**src/rtl/iam_pkg.sv**
```systemverilog
// Package: shared constants and the line-to-class map for the idle activity monitor.
// Assumes acknowledged line numbers are 0..15; any other value maps to no class.
package iam_pkg;
    localparam int CLS_COUNT = 6;              // interrupt activity classes
    localparam int SRC_COUNT = CLS_COUNT + 2;  // classes + intr level + nmi edge
    localparam int INTR_BIT  = CLS_COUNT;
    localparam int NMI_BIT   = CLS_COUNT + 1;

    // Returns the class index of a line number, or -1 when it has no class.
    function automatic int irq_class(input int irq);
        case (irq)
            0:               return 0;
            1:               return 1;
            3, 4, 5, 7:      return 2;
            6, 14:           return 3;
            9, 13:           return 4;
            8, 10, 11, 12, 15: return 5;
            default:         return -1;
        endcase
    endfunction
endpackage

```
**src/rtl/iam_irq_classifier.sv**
```systemverilog
// Module: turns an acknowledge cycle into a one-hot class hit vector.
// Assumes ack_irq is only meaningful while ack_valid is high; purely combinational.
module iam_irq_classifier
    import iam_pkg::*;
#(
    parameter int IRQ_W = 4
) (
    input  logic                 ack_valid,
    input  logic [IRQ_W-1:0]     ack_irq,
    output logic [CLS_COUNT-1:0] cls_hit
);
    int cls_idx;

    // Look up the class of the acknowledged line.
    always_comb begin
        cls_idx = irq_class(int'(ack_irq));
    end

    // One hit bit per class, live only during an acknowledge cycle.
    for (genvar c = 0; c < CLS_COUNT; c++) begin : g_cls
        assign cls_hit[c] = ack_valid && (cls_idx == c);
    end
endmodule

```
**src/rtl/iam_src_detect.sv**
```systemverilog
// Module: qualifies the eight activity sources with the enable mask and forms the event.
// Assumes intr and nmi are already synchronous to clk. evt_now is the same-clock OR,
// evt_q the registered one-clock event seen at the block output.
module iam_src_detect
    import iam_pkg::*;
(
    input  logic                 clk,
    input  logic                 rst_n,
    input  logic [CLS_COUNT-1:0] cls_hit,
    input  logic                 intr,
    input  logic                 nmi,
    input  logic [SRC_COUNT-1:0] enable_mask,
    output logic                 evt_now,
    output logic                 evt_q
);
    logic                 nmi_q;
    logic                 nmi_rise;
    logic [SRC_COUNT-1:0] src_vec;

    // Remember the previous nmi level for edge detection.
    always_ff @(posedge clk) begin
        if (!rst_n) nmi_q <= 1'b0;
        else        nmi_q <= nmi;
    end

    assign nmi_rise = nmi & ~nmi_q;
    assign src_vec  = {nmi_rise, intr, cls_hit};
    assign evt_now  = |(src_vec & enable_mask);

    // Register the event so the output is a clean one-clock pulse per detection clock.
    always_ff @(posedge clk) begin
        if (!rst_n) evt_q <= 1'b0;
        else        evt_q <= evt_now;
    end

    AST_EVT_NEEDS_ENABLE: assert property (@(posedge clk) disable iff (!rst_n)
        evt_q |-> ($past(enable_mask) != '0));
    AST_INTR_LEVEL: assert property (@(posedge clk) disable iff (!rst_n)
        (intr && enable_mask[INTR_BIT]) |=> evt_q);
    AST_ACK_CLASS_EVT: assert property (@(posedge clk) disable iff (!rst_n)
        ((cls_hit & enable_mask[CLS_COUNT-1:0]) != '0) |=> evt_q);
endmodule

```
**src/rtl/iam_idle_timer.sv**
```systemverilog
// Module: down-counting idle timer with reload, expiry flag and request outputs.
// Assumes reload_now is the same-clock activity detection; reload has priority over counting.
module iam_idle_timer #(
    parameter int TIMER_W = 16
) (
    input  logic               clk,
    input  logic               rst_n,
    input  logic               reload_now,
    input  logic [TIMER_W-1:0] reload_val,
    input  logic               slow_en,
    input  logic               smi_en,
    output logic               slow_clk_req,
    output logic               smi_req
);
    logic [TIMER_W-1:0] count;
    logic               expired;

    // Count down, flag expiry once at zero, and pulse the SMI request at that edge.
    always_ff @(posedge clk) begin
        if (!rst_n || reload_now) begin
            count   <= reload_val;
            expired <= 1'b0;
            smi_req <= 1'b0;
        end else if (count != '0) begin
            count   <= count - 1'b1;
            smi_req <= 1'b0;
        end else if (!expired) begin
            expired <= 1'b1;
            smi_req <= smi_en;
        end else begin
            smi_req <= 1'b0;
        end
    end

    assign slow_clk_req = expired & slow_en;

    AST_SMI_SINGLE: assert property (@(posedge clk) disable iff (!rst_n)
        smi_req |=> !smi_req);
    AST_SMI_AT_EXPIRY: assert property (@(posedge clk) disable iff (!rst_n)
        smi_req |-> $rose(expired));
    AST_RELOAD_RESTARTS: assert property (@(posedge clk) disable iff (!rst_n)
        reload_now |=> (!expired && count == $past(reload_val)));
    AST_NO_WRAP: assert property (@(posedge clk) disable iff (!rst_n)
        (count == '0 && !reload_now) |=> (count == '0));
endmodule

```
**src/rtl/idle_activity_monitor.sv**
```systemverilog
// Module: top of the activity event detector and idle timer.
// Assumes all inputs are synchronous to clk; reset is synchronous and active low.
module idle_activity_monitor
    import iam_pkg::*;
#(
    parameter int TIMER_W = 16,
    parameter int IRQ_W   = 4
) (
    input  logic               clk,
    input  logic               rst_n,
    input  logic               ack_valid,
    input  logic [IRQ_W-1:0]   ack_irq,
    input  logic               intr,
    input  logic               nmi,
    input  logic [7:0]         enable_mask,
    input  logic [TIMER_W-1:0] reload_val,
    input  logic               slow_en,
    input  logic               smi_en,
    output logic               activity_evt,
    output logic               slow_clk_req,
    output logic               smi_req
);
    logic [CLS_COUNT-1:0] cls_hit;
    logic                 evt_now;

    iam_irq_classifier #(.IRQ_W(IRQ_W)) u_cls (
        .ack_valid (ack_valid),
        .ack_irq   (ack_irq),
        .cls_hit   (cls_hit)
    );

    iam_src_detect u_det (
        .clk         (clk),
        .rst_n       (rst_n),
        .cls_hit     (cls_hit),
        .intr        (intr),
        .nmi         (nmi),
        .enable_mask (enable_mask),
        .evt_now     (evt_now),
        .evt_q       (activity_evt)
    );

    iam_idle_timer #(.TIMER_W(TIMER_W)) u_tmr (
        .clk          (clk),
        .rst_n        (rst_n),
        .reload_now   (evt_now),
        .reload_val   (reload_val),
        .slow_en      (slow_en),
        .smi_en       (smi_en),
        .slow_clk_req (slow_clk_req),
        .smi_req      (smi_req)
    );

    AST_EVT_DROPS_SLOW: assert property (@(posedge clk) disable iff (!rst_n)
        activity_evt |-> !slow_clk_req);
endmodule

```
**config.mk**
```make
export PLATFORM = sky130hd
export DESIGN_NAME = idle_activity_monitor
export DESIGN_NICKNAME = d
export VERILOG_FILES = /design/src/rtl/iam_pkg.sv /design/src/rtl/iam_irq_classifier.sv /design/src/rtl/iam_src_detect.sv /design/src/rtl/iam_idle_timer.sv /design/src/rtl/idle_activity_monitor.sv
export SDC_FILE = /design/constraint.sdc
export NUM_CORES = 1
export LEC_CHECK = 0
export BUFFER_PORTS_ARGS = -buffer_cell sky130_fd_sc_hd__buf_2
export CAP_MARGIN = 10
export CORE_UTILIZATION = 55
export DETAILED_ROUTE_END_ITERATION = 8
export PLACE_DENSITY = 0.93
export REMOVE_ABC_BUFFERS = 1
export SYNTH_ARGS = -nofsm -noshare
export SYNTH_HDL_FRONTEND = slang
export SYNTH_HIERARCHICAL = 1
export SYNTH_SLANG_ARGS = --single-unit
```
**constraint.sdc**
```tcl
create_clock -name clk -period 8.5 [get_ports clk]
set_input_delay 0.85 -clock clk [delete_from_list [all_inputs] [get_ports clk]]
set_output_delay 0.85 -clock clk [all_outputs]
set_load 0.05 [all_outputs]
```
==> run metrics <==
status complete, no violations; die height 51.0 um; Leak 0.648 nW; crit path time final 4.22 ns; antenna cells 0; Post-CTS Hold Fix Bufs 0; FMAX 237 MHz; Final setup violation count 0; Placer Congestion 0.850; Post-synth EDFFs 16; CP max stage cell nand2b_1; Layout Skew 0.00904 ns; period utilization 49.6%; critical path's largest stage delay 0.58 ns; Syn Inst Count 137; Core ar. 0.00223 sq mm; clk sinks 20; DR vias 1161; Reg2Reg Depth 6; gr usage total 24.2%; Layout Area Growth over Synthesis 19.8%; Rows 17; largest delay contributor family on the critical path simple AND/OR/NAND/NOR gates; top_reg_cell synth edfxtp_1; relative slew slack 41.7%; drt total wl 2800 um; Antenna Nets Post-Route 0; fin. max-slew vios 0; Vias/cell 5.72; number of buffers on the longest clock path 2; CP Buf/Inv Count 2; Critical Path RT 8.73 ns; met3 usage 7.14%; CP cell instances buf_2, inv_1, ha_1, and2_2, o311ai_2, a21oi_1, a222oi_1, nand3_1, nand2b_1, nor4_1, nand2b_1, nor3b_1; Ys Warns 6; FF-to-FF setup slack 5.92 ns; Post-synth ARST share 0%; unique cell type count in the Yosys netlist 40; gr busiest metal met2; die area 0.00260 sq mm; first-pass GRT wire length 4630 um; cell depth of the worst setup path 12; fraction of layout cells with a size suffix above 1 29.1%; First-pass DRT Iterations 4; vias in the first global route 1159; r2r startpoint u_det/nmi_q; antenna violations before repair 0; IO Pins 38; Synth top area share 36.3%; clock transition at the registers of the reported paths 0.12 ns; Inserted Clock Buffers 3; Avg Cell Area, Syn 9.65 sq um; Mapped Area 0.00132 sq mm; Critical Path End u_tmr/smi_req; WS Path Type in2reg; CP startpoint ack_irq[0]; worst setup margin 4.28 ns; Avg WL per Cell 13.8 um; cell accounting for the most synthesized area edfxtp_1; Iter 0 DRT Violations 23; nature of the critical path startpoint primary input; worst slew pin tran 0.874 ns; min-delay worst type reg2reg; Fin. Hold Viols 0; pin count of the biggest net entering global routing 28; met1 GRT Util 27.1%; latest clock arrival within the worst-skew pair 0.30 ns; CTS tree built; crit end category register; CTS resizes 0; PwrDens 164 mW/mm^2; number of nets in the layout 216; GRT Residual Overflow 0; met2 usage 43.9%; RSZ-0062 raised after global routing false; CTS root buffer clkbuf_4; crit path DAT 4.44 ns; # Max-Cap Violations 0; Die X 51.0 um; most area-consuming cells after synthesis edfxtp_1 36%, dfxtp_1 6.1%, nand2_1 6.0%; Peak VDD IR 123 uV; H-tree depth 1; Crit Path Max Fanout 27; FF+latch count, synth 20; reg-to-reg endpoint u_tmr/smi_req; Setup TNS 0 ns; Post-DP HPWL 2170 um; Residual DRC 0; most used cell, CP nand2b_1; Post-CTS Setup Bufs 0; I/O Buffers 37; worst slack, placed 4.05 ns; initial core utilization 59.2%; register area share after synthesis 42.4%; fill count 172
-- power breakdown --
group	switching [mW]	internal (mW)	leakage, nW
Clock	0.0292	0.0477	0.0279
Sequential	0.0144	0.118	0.204
Combinational	0.0265	0.0237	0.415
-- final cells by class --
type	count	area, sq um	share of cell area [%]
clock buffer	3	22.5	1.42
clock inverter	1	30.0	1.90
inverter	6	22.5	1.42
multi-input combinational	108	728	46.0
sequential	20	561	35.4
tap	28	35.0	2.21
timing repair buffer	37	185	11.7
-- stage by stage --
stage               instances  utilization (%)  power [mW]  area [sq um]  hold WS [ns]
floorplan                 134                -       0.165          1310         0.411
global placement          199             68.6       0.180          1530         0.423
detailed placement        199             68.6       0.184          1530         0.449
CTS                       203             70.9       0.262          1580         0.467
global route              203             70.9       0.273          1580         0.485
finish                    203             70.9       0.260          1580         0.471
-- sequential cells by signal, indices dropped and copies added, names as in the netlist --
signal         count
u_tmr/smi_req      1
u_tmr/expired      1
u_det/evt_q        1
u_tmr/count       16
u_det/nmi_q        1
-- cells in the final DEF (no fill, tap or decap), types with 2 or more instances in the layout --
cell type  instances
a31oi_1            4
nor3b_1            2
o21ai_0            6
buf_2             37
ha_1               5
a21oi_1            2
nand4b_1           2
nor4_1             2
o21ai_1           11
edfxtp_1          16
dfxtp_1            4
xor2_1             7
nor2_1             7
nor4_4             2
and2_1             2
nand4_1            2
inv_1              6
nand2b_1           2
xnor2_1            3
nand2_1           21
nor2b_1            4
nor3_1             4
clkbuf_4           3
nand3_1            3
-- worst min-delay path by stage --
stage                     depth (start not counted)          start            end  slack (ns)
after floorplan                                   1  u_tmr/expired  u_tmr/smi_req        0.41
after global placement                            1  u_tmr/expired  u_tmr/smi_req        0.42
after detailed placement                          1  u_tmr/expired  u_tmr/smi_req        0.45
after CTS                                         1  u_tmr/expired  u_tmr/smi_req        0.47
after global routing                              1  u_tmr/expired  u_tmr/smi_req        0.48
final                                             1  u_tmr/expired  u_tmr/smi_req        0.47
-- cells in the mapped netlist, types with 2 or more instances --
cell type  count
a21oi_1        2
a31oi_1        4
and2_1         2
clkbuf_1       3
dfxtp_1        4
edfxtp_1      16
ha_1           5
inv_1          6
nand2_1       21
nand2b_1       2
nand3_1        3
nand4_1        2
nand4b_1       2
nor2_1         7
nor2b_1        4
nor3_1         4
nor3b_1        2
nor4_1         2
nor4_4         2
o21ai_0        6
o21ai_1       11
xnor2_1        3
xor2_1         7
-- metal layers --
metal | part of all wire [%] | up-vias
met4 | 0.43 | 0
met2 | 52 | 36
li1 | - | 579
met1 | 42 | 544
met3 | 5.1 | 2
met5 | 0 | -
-- cell families after synthesis --
group / synth area share [%]
AO/OA/AOI/OAI: 14.8
flip-flops: 42.4
adder cells (fa/ha/maj): 4.73
XOR/XNOR: 6.62
AND/OR/NAND/NOR: 29.0
buffers and inverters: 2.55
(Power assumes the default switching activity.)
